## config.mk

```make
export PLATFORM = sky130hd
export DESIGN_NAME = uart_rxt_top
export DESIGN_NICKNAME = d
export VERILOG_FILES = /design/src/rtl/uart_rxt_pkg.sv /design/src/rtl/uart_rxt_sync.sv /design/src/rtl/uart_rxt_deser.sv /design/src/rtl/uart_rxt_hold.sv /design/src/rtl/uart_rxt_top.sv
export SDC_FILE = /design/constraint.sdc
export NUM_CORES = 1
export LEC_CHECK = 0
export ABC_CLOCK_PERIOD_IN_PS = 3600
export BUFFER_PORTS_ARGS = -buffer_cell sky130_fd_sc_hd__buf_2
export CAP_MARGIN = 10
export CORE_MARGIN = 5
export CORE_UTILIZATION = 35
export CTS_BUF_LIST = sky130_fd_sc_hd__clkbuf_8
export DETAILED_ROUTE_END_ITERATION = 16
export GPL_ROUTABILITY_DRIVEN = 0
export PLACE_DENSITY = 0.52
export SLEW_MARGIN = 20
export SYNTH_ARGS = -nofsm -noshare
export SYNTH_HDL_FRONTEND = slang
export SYNTH_SLANG_ARGS = --single-unit
```

## constraint.sdc

```tcl
create_clock -name clk -period 3.6 [get_ports clk]
set_input_delay 0.36 -clock clk [delete_from_list [all_inputs] [get_ports clk]]
set_output_delay 0.36 -clock clk [all_outputs]
set_load 0.05 [all_outputs]
```

## src/rtl/uart_rxt_pkg.sv

```systemverilog
package uart_rxt_pkg;

    localparam int DATA_W  = 9;
    localparam int WORD_W  = 16;
    localparam int MIN_LEN = 5;
    localparam int MAX_LEN = 8;

    typedef enum logic [1:0] {
        PAR_NONE = 2'b00,
        PAR_EVEN = 2'b10,
        PAR_ODD  = 2'b11
    } par_mode_e;

    typedef enum logic [2:0] {
        RX_IDLE,
        RX_START,
        RX_DATA,
        RX_PARITY,
        RX_STOP
    } rx_state_e;

    typedef struct packed {
        logic              ferr;
        logic              perr;
        logic [DATA_W-1:0] data;
    } rx_entry_t;

    function automatic logic [3:0] decode_len(input logic [3:0] field);
        logic [3:0] len;
        if (field < 4'(MIN_LEN - 3)) begin
            len = 4'(MIN_LEN);
        end else if (field > 4'(MAX_LEN - 3)) begin
            len = 4'(MAX_LEN);
        end else begin
            len = field + 4'd3;
        end
        return len;
    endfunction

    function automatic par_mode_e decode_par(input logic [1:0] field);
        par_mode_e m;
        case (field)
            2'b10:   m = PAR_EVEN;
            2'b11:   m = PAR_ODD;
            default: m = PAR_NONE;
        endcase
        return m;
    endfunction

    function automatic logic [WORD_W-1:0] pack_word(input rx_entry_t e);
        return {e.ferr, e.perr, {(WORD_W - DATA_W - 2){1'b0}}, e.data};
    endfunction

endpackage

```

## src/rtl/uart_rxt_sync.sv

```systemverilog
module uart_rxt_sync #(
    parameter int STAGES = 2
) (
    input  logic clk,
    input  logic rst_n,
    input  logic din,
    output logic dout
);

    logic [STAGES-1:0] sh_d, sh_q;

    generate
        if (STAGES == 1) begin : g_single
            always_comb begin
                sh_d = din;
            end
        end else begin : g_chain
            always_comb begin
                sh_d = {sh_q[STAGES-2:0], din};
            end
        end
    endgenerate

    always_ff @(posedge clk or negedge rst_n) begin
        if (!rst_n) begin
            sh_q <= '1;
        end else begin
            sh_q <= sh_d;
        end
    end

    assign dout = sh_q[STAGES-1];

endmodule

```

## src/rtl/uart_rxt_deser.sv

```systemverilog
module uart_rxt_deser
    import uart_rxt_pkg::*;
(
    input  logic       clk,
    input  logic       rst_n,
    input  logic       tick,
    input  logic       rx,
    input  logic [3:0] len,
    input  par_mode_e  par_mode,
    output logic       push,
    output rx_entry_t  entry
);

    localparam int TICKS   = 16;
    localparam int HALF    = TICKS / 2;
    localparam int TCNT_W  = $clog2(TICKS);

    typedef struct packed {
        rx_state_e         st;
        logic [TCNT_W-1:0] tcnt;
        logic [3:0]        bcnt;
        logic [DATA_W-1:0] shreg;
        logic              par_acc;
        logic              perr;
        logic              push;
        rx_entry_t         ent;
    } deser_s;

    deser_s d, q;
    logic   mid_bit;
    logic   par_total;
    logic [3:0] shamt;

    always_comb begin
        d         = q;
        d.push    = 1'b0;
        mid_bit   = (q.tcnt == TCNT_W'(TICKS - 1));
        par_total = q.par_acc ^ rx;
        shamt     = 4'(DATA_W) - len;
        if (tick) begin
            case (q.st)
                RX_IDLE: begin
                    if (!rx) begin
                        d.st   = RX_START;
                        d.tcnt = '0;
                    end
                end
                RX_START: begin
                    d.tcnt = q.tcnt + 1'b1;
                    if (q.tcnt == TCNT_W'(HALF - 1)) begin
                        if (!rx) begin
                            d.st      = RX_DATA;
                            d.tcnt    = '0;
                            d.bcnt    = '0;
                            d.shreg   = '0;
                            d.par_acc = 1'b0;
                            d.perr    = 1'b0;
                        end else begin
                            d.st = RX_IDLE;
                        end
                    end
                end
                RX_DATA: begin
                    d.tcnt = q.tcnt + 1'b1;
                    if (mid_bit) begin
                        d.shreg   = {rx, q.shreg[DATA_W-1:1]};
                        d.par_acc = par_total;
                        d.bcnt    = q.bcnt + 1'b1;
                        if (q.bcnt == len - 4'd1) begin
                            d.st = (par_mode == PAR_NONE) ? RX_STOP : RX_PARITY;
                        end
                    end
                end
                RX_PARITY: begin
                    d.tcnt = q.tcnt + 1'b1;
                    if (mid_bit) begin
                        d.perr = (par_mode == PAR_ODD) ? !par_total : par_total;
                        d.st   = RX_STOP;
                    end
                end
                RX_STOP: begin
                    d.tcnt = q.tcnt + 1'b1;
                    if (mid_bit) begin
                        d.push      = 1'b1;
                        d.ent.data  = q.shreg >> shamt;
                        d.ent.perr  = (par_mode != PAR_NONE) && q.perr;
                        d.ent.ferr  = !rx;
                        d.st        = RX_IDLE;
                    end
                end
                default: d.st = RX_IDLE;
            endcase
        end
    end

    always_ff @(posedge clk or negedge rst_n) begin
        if (!rst_n) begin
            q <= '{st: RX_IDLE, default: '0};
        end else begin
            q <= d;
        end
    end

    assign push  = q.push;
    assign entry = q.ent;

endmodule

```

## src/rtl/uart_rxt_hold.sv

```systemverilog
module uart_rxt_hold
    import uart_rxt_pkg::*;
#(
    parameter int DEPTH = 2
) (
    input  logic      clk,
    input  logic      rst_n,
    input  logic      push,
    input  rx_entry_t push_entry,
    input  logic      pop,
    output rx_entry_t head,
    output logic      not_empty,
    output logic      ovf
);

    localparam int PTR_W = (DEPTH > 1) ? $clog2(DEPTH) : 1;
    localparam int CNT_W = $clog2(DEPTH + 1);

    typedef struct packed {
        rx_entry_t [DEPTH-1:0] mem;
        logic [PTR_W-1:0]      wp;
        logic [PTR_W-1:0]      rp;
        logic [CNT_W-1:0]      cnt;
        logic                  ovf;
    } hold_s;

    hold_s d, q;
    logic  do_pop;
    logic  do_push;

    function automatic logic [PTR_W-1:0] next_ptr(input logic [PTR_W-1:0] p);
        return (p == PTR_W'(DEPTH - 1)) ? '0 : p + 1'b1;
    endfunction

    always_comb begin
        d       = q;
        do_pop  = pop && (q.cnt != '0);
        do_push = push && ((q.cnt != CNT_W'(DEPTH)) || do_pop);
        d.ovf   = push && !do_push;
        if (do_push) begin
            d.mem[q.wp] = push_entry;
            d.wp        = next_ptr(q.wp);
        end
        if (do_pop) begin
            d.rp = next_ptr(q.rp);
        end
        case ({do_push, do_pop})
            2'b10:   d.cnt = q.cnt + 1'b1;
            2'b01:   d.cnt = q.cnt - 1'b1;
            default: d.cnt = q.cnt;
        endcase
    end

    always_ff @(posedge clk or negedge rst_n) begin
        if (!rst_n) begin
            q <= '0;
        end else begin
            q <= d;
        end
    end

    assign not_empty = (q.cnt != '0);
    assign head      = not_empty ? q.mem[q.rp] : '0;
    assign ovf       = q.ovf;

endmodule

```

## src/rtl/uart_rxt_top.sv

```systemverilog
module uart_rxt_top
    import uart_rxt_pkg::*;
#(
    parameter int SYNC_STAGES = 2,
    parameter int BUF_DEPTH   = 2
) (
    input  logic        clk,
    input  logic        rst_n,
    input  logic        tick16,
    input  logic        rxd,
    input  logic [15:0] cfg_word,
    input  logic        rd_pop,
    output logic [15:0] rd_word,
    output logic        data_valid,
    output logic        overflow
);

    logic       rx_s;
    logic [3:0] len;
    par_mode_e  par_mode;
    logic       push;
    rx_entry_t  new_entry;
    rx_entry_t  head;
    logic       unused_cfg;

    assign len        = decode_len(cfg_word[3:0]);
    assign par_mode   = decode_par(cfg_word[9:8]);
    assign unused_cfg = ^{cfg_word[15:10], cfg_word[7:4]};

    uart_rxt_sync #(.STAGES(SYNC_STAGES)) sync_i (
        .clk  (clk),
        .rst_n(rst_n),
        .din  (rxd),
        .dout (rx_s)
    );

    uart_rxt_deser deser_i (
        .clk     (clk),
        .rst_n   (rst_n),
        .tick    (tick16),
        .rx      (rx_s),
        .len     (len),
        .par_mode(par_mode),
        .push    (push),
        .entry   (new_entry)
    );

    uart_rxt_hold #(.DEPTH(BUF_DEPTH)) hold_i (
        .clk       (clk),
        .rst_n     (rst_n),
        .push      (push),
        .push_entry(new_entry),
        .pop       (rd_pop),
        .head      (head),
        .not_empty (data_valid),
        .ovf       (overflow)
    );

    assign rd_word = pack_word(head);

endmodule

```

Yosys cells after proc, flatten, opt, wreduce, memory -nomap -nowiden --
Cells that the tools add are included.
Storage, ports and cells: register bits 63, bits of input ports 21, output and inout port bits 18, word-level logic and storage cells 111
Cells by class: $add $sub $neg 9, $lt $le $gt $ge 5, eq/ne operators 20, shift operators 1, multiplexer cells 31, bitwise logic cells 1, reductions and logical operators 23
Operators with widths (count):
- 11-bit two-way mux | 4
- 12-bit two-way mux | 3
- 14-bit case mux with 2 select lines | 1
- 22-bit bitwise mux | 1
- 22-bit two-way mux | 1
- 19-bit two-way mux | 1
- 3-bit two-way mux | 5
- 3-bit case mux with 5 select lines | 1
- 14-bit two-way mux | 1
- 4-bit case mux with 3 select lines | 1
- 11-bit demux with 1-bit select | 1
- 2-bit by 1-bit != test with 1-bit output, second input constant | 5
- 5-bit AND reduction | 2
- 2-bit nonzero test | 5
- 9-bit by 4-bit >> shifter with 9-bit output | 1
- 4-bit by 1-bit adder with 4-bit output, second input constant | 2
- 2-bit equality test, second input constant | 4
- 4-bit two-way mux | 2
- 2-bit case mux with 2 select lines | 2
- 7-bit two-way mux | 1
- 7-bit AND reduction | 1
- 3-bit by 2-bit equality test with 1-bit output, second input constant | 2
- 2-bit != test, second input constant | 3
- 3-bit AND reduction | 2
- other kinds (27) | 38

Longest topological paths before layout --
depth in word-level cells 8, mapped depth 11, mapped depth without buffers 11

Cells and area by module --
A second synthesis with hierarchy kept.
Unflattened totals: cells, all modules 357, area total of the unflattened synthesis 3644.7 um2
By module, submodules not included:
- uart_rxt_deser | times used 1, cells each 235, area each 2187.1 um2, sequential area each 850.8 um2
- uart_rxt_hold | times used 1, cells each 98, area each 1251.2 um2, sequential area each 675.6 um2
- uart_rxt_top | times used 1, cells each 22, area each 153.9 um2, sequential area each 0.0 um2
- uart_rxt_sync | times used 1, cells each 2, area each 52.6 um2, sequential area each 52.6 um2

Worst setup path after synthesis --
OpenSTA, ideal clock, no wires.
path type input -> register, start point in cfg_word[1], end point reg deser_i.q (netlist bit deser_i.entry[2]), setup time 0.076 ns, arrival 2.304 ns, data required time 3.524 ns, setup slack 1.220 ns, stages 9, buffers on the path 0, path through inv_1 > ha_1 > nor4_4 > inv_4 > ha_1 > or3_1 > a21oi_1 > a22oi_1 > o21ai_1
Between the ends: longest elaborated chain between the ends 5, elaborated cells on any way between the ends 7, those cells by class 2 x add/sub; 2 x order compare; 1 x shift; 2 x mux
Ends and longest elaborated chain:
- start, declared | line uart_rxt_top.sv:11 | input logic [15:0] cfg_word,
- 4-bit by 2-bit adder with 4-bit output or 4-bit by 3-bit > comparator with 1-bit output (tied branches) | line uart_rxt_pkg.sv:35, uart_rxt_pkg.sv:32
- 4-bit two-way mux | line uart_rxt_pkg.sv:32 | end else if (field > 4'(MAX_LEN - 3)) begin
- 4-bit two-way mux * | line uart_rxt_pkg.sv:30 | if (field < 4'(MIN_LEN - 3)) begin
- 4-bit subtractor * | line uart_rxt_deser.sv:39 | shamt = 4'(DATA_W) - len;
- 9-bit by 4-bit >> shifter with 9-bit output * | line uart_rxt_deser.sv:85 | d.ent.data = q.shreg >> shamt;
- end signal, assigned | line uart_rxt_deser.sv:98 | q <= '{st: RX_IDLE, default: '0};
- end signal, assigned | line uart_rxt_deser.sv:100 | q <= d;
- end, declared | line uart_rxt_deser.sv:29 | deser_s d, q;
Every way passes the cells marked *; elsewhere a longest branch is shown, timed or not. A chain may end at the register's enable or synchronous reset.

Worst setup path after layout --
Same ends and word-level chain as after synthesis.

==> results_dict.tcl <==
set metrics [dict create \
    cp.arrival_ps 2730 \
    drive_gt1_share_pct 22.7 \
    fin_skew_ps 13.9 \
    worstSetupStartpointType "primary input" \
    place_area_mm2 0.00361 \
    portBuffers 23 \
    vdd_drop_max_mv 0.224 \
    htreeDepth 3 \
    crit_type "in -> reg" \
    power.total_uw 2140 \
    path_cells "buf_2 -> inv_1 -> ha_1 -> nor4_4 -> inv_4 -> ha_1 -> or3_1 -> a21oi_1 -> a22oi_1 -> o21ai_1" \
    status "completed" \
    die_area_mm2 0.0117 \
    dp_hpwl_um 4780 \
    nFillCells 946 \
    leakage_uw 0.00186 \
    first_pass_iters 4 \
    synth_flop_cell "dfrtp_1" \
    synth_cell_types 53 \
    root_buffer "clkbuf_8" \
    tritoncts "yes" \
    cts_buffer_depth 2 \
    insertion_delay_ps 340 \
    fin_crit_sh_pct 68.7 \
    routed_wirelength_um 6670 \
    wl_per_cell_um 13.5 \
    register_area_mm2 0.00158 \
    timing.rr.end "deser_i.entry[2]$_DFFE_PN0P_" \
    utilization_pct 40.0 \
    ys_warn_count 0 \
    vias_per_cell 4.82 \
    synthArstFlopShare_pct 100 \
    postCtsSetupRepairBufs 0 \
    path_clk_slew_ps 80 \
    grt_overflow 0 \
    cap_violations 0 \
    rsz0062_at_grt "false" \
    core_mm2 0.00959 \
    die_w_um 108 \
    period_minus_slack_ps 2470 \
    clock-sinks 63 \
    initial_core_util_pct 35.3 \
    antenna_found_initial 0 \
    grt_max_degree 35 \
    track_usage_pct 12.6 \
    maxSlewViolCount 0 \
    synthToLayoutAreaGrowth_pct 13.4 \
    crit_slowest_cell "nor4_4" \
    yosys-top-cells-area "dfrtp_1 (45%), mux2_2 (7.6%), mux2i_1 (5.6%)" \
    hold_violations 0 \
    setup_viol 0 \
    fmax_ghz 0.404 \
    yosysMostFrequentCell "dfrtp_1" \
    grt_pass1_vias 2292 \
    powerDensity_mw_per_mm2 558 \
    syn_avg_cell_area_um2 10.2 \
    r2r-start "deser_i.q[27]$_DFFE_PN0P_" \
    rows 36 \
    slowest_delay_ps 450 \
    synthDominantCellAreaShare_pct 45.1 \
    synth_edf_count 0 \
    netlist_area_mm2 0.00339 \
    vias 2387 \
    nets 386 \
    required_ps 3860 \
    synth_seq_area_share_pct 46.6 \
    hold_class "in -> async" \
    postCtsHoldBufs 0 \
    path_max_fanout 11 \
    worst_slew_pin_slew_ps 935 \
    synth.largest_area_cell "dfrtp_1" \
    ff2ff_setup_slack_ps 1540 \
    max-slew-margin-rel_pct 37.5 \
    yosys_register_bits 63 \
    fp.dieH_um 108 \
    io_pins 39 \
    crit_path_frequent_cell "ha_1" \
    multiInputGateArea_mm2 0.00167 \
    synth_top_cells_by_count "dfrtp_1 (61), nand2_1 (47), nor2_1 (30)" \
    r2r_cells 9 \
    final_area_mm2 0.00384 \
    drc 0 \
    timing.setup.tns_ps 0 \
    worstSetupEndpointType "flop" \
    drt_iter0_markers 130 \
    cts_made_buffers 9 \
    antenna_cells 0 \
    grt_pass1_wl_um 11600 \
    ant_nets 0 \
    ctsResizeCount 0 \
    synth_cells 333 \
]
[logic make-up after synthesis]
| kind of cell | Yosys count | synth area share (%) |
|---|---|---|
| AND/OR/NAND/NOR | 115 | 16.4 |
| flip-flops | 63 | 46.6 |
| AO/OA/AOI/OAI | 57 | 10.7 |
| multiplexers | 45 | 14.7 |
| buffers and inverters | 29 | 4.40 |
| XOR/XNOR | 15 | 4.10 |
| adder cells (fa/ha/maj) | 8 | 2.96 |
| other | 1 | 0.111 |
[critical path: cells and delay by family]
family          cells  cell delay (ps)
compound gates      3              610
simple gates        2              850
buf+inv             3              340
fa+ha+maj           2              560
[power breakdown]
group	switching [uW]	internal (uW)	total, uW
Combinational	273	225	498
Clock	298	412	710
Sequential	145	792	937
Total	716	1430	2140
[cell type report]
class	count	share of cell area, %
Multi-Input combinational cell	245	43.6
Sequential cell	63	41.1
Tap cell	133	4.33
Timing Repair Buffer	28	3.97
Clock buffer	10	3.58
Clock inverter	6	2.41
Inverter	10	1.04
[flip-flops by register name (all words and copies together), names as in the netlist]
| register | flops |
|---|---|
| deser_i.entry | 11 |
| deser_i.push | 1 |
| deser_i.q | 22 |
| hold_i.ovf | 1 |
| hold_i.q | 26 |
| sync_i.sh_q | 2 |
[routing by layer]
metal	global-route usage [%]	vias up	wire length, um	share of wire, %
met5	0	-	0	0
li1	-	1199	-	-
met2	19.3	33	3010	45
met3	3.34	7	249	3.7
met1	17.2	1148	3320	50
met4	4.33	0	84	1.3
[per-stage QoR]
step	std cells	setup WS (ps)	hold WS (ps)
final	495	1130	77.8
after global routing	495	911	91.3
after CTS	495	1130	99.0
after detailed placement	479	782	347
after global placement	479	840	346
after floorplan	337	1220	64.4
[cell usage in the layout (no fill, tap or decap), drive strengths merged, types with 2 or more instances in the layout]
cell / n
dfrtp: 61
nand2: 47
nor2: 30
buf: 28
o21ai: 27
mux2: 25
mux2i: 19
inv: 11
clkbuf: 10
xnor2: 9
ha: 8
a21oi: 7
nand3: 7
xor2: 6
nor3: 5
conb: 5
o31ai: 4
or3: 4
nand4: 4
nand2b: 4
nand3b: 3
a22o: 3
a22oi: 3
and3: 3
nor4: 3
or2: 2
a211o: 2
o22ai: 2
a32oi: 2
bufinv: 2
clkinvlp: 2
dfstp: 2
o31a: 2
[worst max path at each step]
stage                start                           end  cells after the start
2_1_floorplan  cfg_word[1]  deser_i.entry[2]$_DFFE_PN0P_                      9
3_3_place_gp   cfg_word[1]  deser_i.entry[0]$_DFFE_PN0P_                     10
3_5_place_dp   cfg_word[1]  deser_i.entry[2]$_DFFE_PN0P_                     10
4_1_cts        cfg_word[1]  deser_i.entry[2]$_DFFE_PN0P_                     10
5_1_grt        cfg_word[1]  deser_i.entry[2]$_DFFE_PN0P_                     10
6_report       cfg_word[1]  deser_i.entry[2]$_DFFE_PN0P_                     10
(Power assumes the default switching activity.)
